`src/rtl/palram.sv`:
```
module palram #(
  parameter int ENTRIES = 128,
  parameter int LW      = 6
) (
  input  logic                       clk,
  input  logic                       rst_n,
  input  logic                       rgb_mode,
  input  logic                       cpu_we,
  input  logic [$clog2(ENTRIES):0]   cpu_addr,
  input  logic [7:0]                 cpu_wdata,
  output logic [7:0]                 cpu_rdata,
  input  logic                       px_req,
  input  logic [$clog2(ENTRIES)-1:0] px_idx,
  output logic                       px_valid,
  output logic [23:0]                px_rgb,
  output logic [LW-1:0]              px_index
);
  localparam int IW    = $clog2(ENTRIES);
  localparam int DEPTH = 2 * ENTRIES;

  logic [7:0] mem [DEPTH];
  logic [23:0] rgb_d;
  logic [LW-1:0] idx_d;

  assign cpu_rdata = mem[cpu_addr];

  assign rgb_d = rgb_mode ?
    {mem[{1'b1, px_idx}][6:2], 3'b000,
     mem[{1'b1, px_idx}][1:0], mem[{1'b0, px_idx}][7:5], 3'b000,
     mem[{1'b0, px_idx}][4:0], 3'b000} : 24'd0;

  assign idx_d = rgb_mode ? '0 : mem[{1'b0, px_idx}][LW-1:0];

  always_ff @(posedge clk) begin
    if (!rst_n) begin
      for (int i = 0; i < DEPTH; i++) mem[i] <= 8'h00;
    end else if (cpu_we) begin
      mem[cpu_addr] <= cpu_wdata;
    end
  end

  always_ff @(posedge clk) begin
    if (!rst_n) begin
      px_valid <= 1'b0;
      px_rgb   <= '0;
      px_index <= '0;
    end else begin
      px_valid <= px_req;
      if (px_req) begin
        px_rgb   <= rgb_d;
        px_index <= idx_d;
      end
    end
  end

  initial begin
    assert (IW >= 1 && LW <= 8);
  end
endmodule

```
`config.mk`:
```
export PLATFORM = sky130hd
export DESIGN_NAME = palram
export DESIGN_NICKNAME = d
export VERILOG_FILES = /design/src/rtl/palram.sv
export SDC_FILE = /design/constraint.sdc
export NUM_CORES = 2
export LEC_CHECK = 0
export ABC_AREA = 1
export BUFFER_PORTS_ARGS = -buffer_cell sky130_fd_sc_hd__buf_2
export CELL_PAD_IN_SITES_DETAIL_PLACEMENT = 1
export CELL_PAD_IN_SITES_GLOBAL_PLACEMENT = 1
export CORE_MARGIN = 2
export CORE_UTILIZATION = 45
export CTS_CLUSTER_DIAMETER = 30
export DETAILED_ROUTE_END_ITERATION = 10
export HOLD_SLACK_MARGIN = 0.1
export PLACE_DENSITY = 0.78
export RECOVER_POWER = 25
export SYNTH_ARGS = -nofsm -noshare
export SYNTH_HDL_FRONTEND = slang
export SYNTH_SLANG_ARGS = --single-unit
```
`constraint.sdc`:
```
create_clock -name clk -period 2.6 [get_ports clk]
set_clock_uncertainty 0.05 [all_clocks]
set_input_delay 0.52 -clock clk [delete_from_list [all_inputs] [get_ports clk]]
set_output_delay 0.52 -clock clk [all_outputs]
set_load 0.1 [all_outputs]
```
==> qor.csv <==
metric,value,unit
status,finished with violations,
failed_checks,"capacitance limit, slew limit, setup timing",
syn_avg_cell_area,8.71,um2
synth-seq-cells,2070,
met1_usage,51.9,%
placement_rows,179,
drt-wirelength-per-cell,31.6,um
track_usage,43.1,%
top_usage_layer,met2,
place_congestion,1.01,
die_y,492,um
slew_headroom,-2.40,%
min_period,3.81,ns
initial_core_util,45.2,%
netlist_area,107000,um2
drt_iter0_drc,16100,
layout.nets,13600,
setup_viol,53,
peakVddDrop,0.680,mV
critPathLaunchType,flip-flop,
synth_top_area_share,57.3,%
worst_pin_slew,1.54,ns
dr.pass1.iters,6,
drv_cap,1,
end_kind,output pin,
grt_max_degree,65,
synthCells,12300,
grt_pass1_vias,115000,
drc_errors,0,
fmax,262,MHz
clock_latency,1.08,ns
cts-root-buf,clkbuf_16,
ant_nets,0,
cts_sinks,2070,
yosysSeqAreaShare,57.7,%
numPortBuffers,57,
drt-vias-per-instance,6.49,
synth_area_leaders,"edfxtp_1, nand2_1, nand3_1, nor2_1, a22oi_1",
crit_type,reg -> out,
htree_levels,5,
met2_usage,66.6,%
antenna_found_initial,30,
yosys_warnings,0,
dp_cells,16200,
final_common_cell,nand2_1,
slew_violations,27,
setup_slack,-1.21,ns
rsz0062_at_grt,true,
use_met3,11.8,%
hold_path.class,in -> reg,
place_ws,-2.21,ns
p_per_area,795,nW/um2
finalCritPeriodShare,147,%
arrival,3.24,ns
via_count,112000,
ios,67,
synth_cell_type_count,30,
grt-ovfl-total,0,
tns,-13.14,ns
cp.required,2.03,ns
final_cell_mix,"nand2_1, nor2_1, edfxtp_1",
yosysTopAreaCell,edfxtp_1,
cts_tree,yes,
path_clk_slew,0.06,ns
crit_path_max_fanout,2,
leakage,59.7,nW
wl,544000,um
dieArea,242000,um2
cts_buffers,483,
drive_gt1_share,22.7,%
fp.dieW,492,um
clk_path_buf_depth,4,
place_hpwl,348000,um
syn_to_final_growth,35.9,%
final_cells,17200,
final-hold-violation-count,0,
core,237000,um2
grt_pass1_wl,774000,um
==> metrics by stage <==
stage / hold WS [ns] / power (mW) / instance area (um2) / util [%]
after floorplan: 0.563 / 45.6 / 108000 / -
after global placement: 0.401 / 51.9 / 125000 / 52.9
after detailed placement: 0.405 / 52.4 / 125000 / 52.9
after CTS: 0.153 / 115 / 144000 / 60.8
after global routing: 0.281 / 118 / 146000 / 61.4
final: 0.233 / 116 / 146000 / 61.4
==> report_power, final <==
group | total, mW | switching (mW) | internal, mW | leakage (nW)
clock | 62.3 | 20.9 | 41.4 | 7.91
sequential | 39.8 | 1.32 | 38.4 | 19.6
combinational | 13.9 | 9.28 | 4.61 | 32.2
==> routing by layer <==
layer | share of wire, % | vias up
met5 | 0.016 | -
met4 | 8.8 | 12
met3 | 12 | 2535
met1 | 34 | 55000
li1 | - | 45200
met2 | 45 | 8790
==> flip-flops by register name, summed over array words and instances, names as in the netlist <==
register  count
mem        2048
px_valid      1
px_index      6
px_rgb       15
==> cell families after synthesis <==
group | synth area share (%)
AOI/OAI and AO/OA | 7.41
other | 0.00350
and+or+nand+nor | 30.7
buffers and inverters | 4.17
DFF | 57.7
==> final timing paths <==
kind                            cells after the start   startpoint           end  slack (ns)
worst max-delay path                               11   mem[74][0]  cpu_rdata[0]       -1.21
worst max register to register                     11   mem[38][5]    px_rgb[11]        0.16
worst min register to register                      2  px_index[3]   px_index[3]        0.42
worst min-delay path                                4       px_req      px_valid        0.23
==> cell type report <==
class                   count  area [um2]
clock inverters           336        3890
inverters                  59         343
well taps                3167        3960
repair inverters            1        8.76
clock buffers             548       12500
flip-flops and latches   2070       61900
multi-input cells        9190       43800
fillers                 25800       91600
repair buffers           1788       19300
diodes                     26        65.1
==> critical path, cell delays in order (launching register included) <==
cell      delay (ns)
edfxtp_1        0.46
a22oi_2         0.19
nand2_2         0.09
nand2_1         0.09
nand4_1         0.28
nand2_2         0.26
nand2_2         0.13
nand2_2         0.10
nand2_2         0.07
nor2_4          0.18
nand2_8         0.13
buf_12          0.19
==> Yosys cell counts, drive strengths merged <==
library cell / count
and2: 3
nand3: 1818
nor2: 2253
clkbuf: 601
or2: 18
dfxtp: 22
buf: 406
nand2: 3940
inv: 56
edfxtp: 2048
o21a: 1
o31ai: 1
conb: 1
o21ai: 43
a21oi: 70
nor3: 1
clkinv: 3
nor4: 5
a22oi: 982
nand4: 46
==> repair_timing <==
action,4_1_cts,5_1_grt
hold endpoints to repair,170,0
resized for setup,477,236
pin swaps,236,178
gates cloned,8,5
endpoints found under the setup margin,8,8
buffers inserted,51,64
hold buffers,10,0
Power figures use the tool's default switching activity.
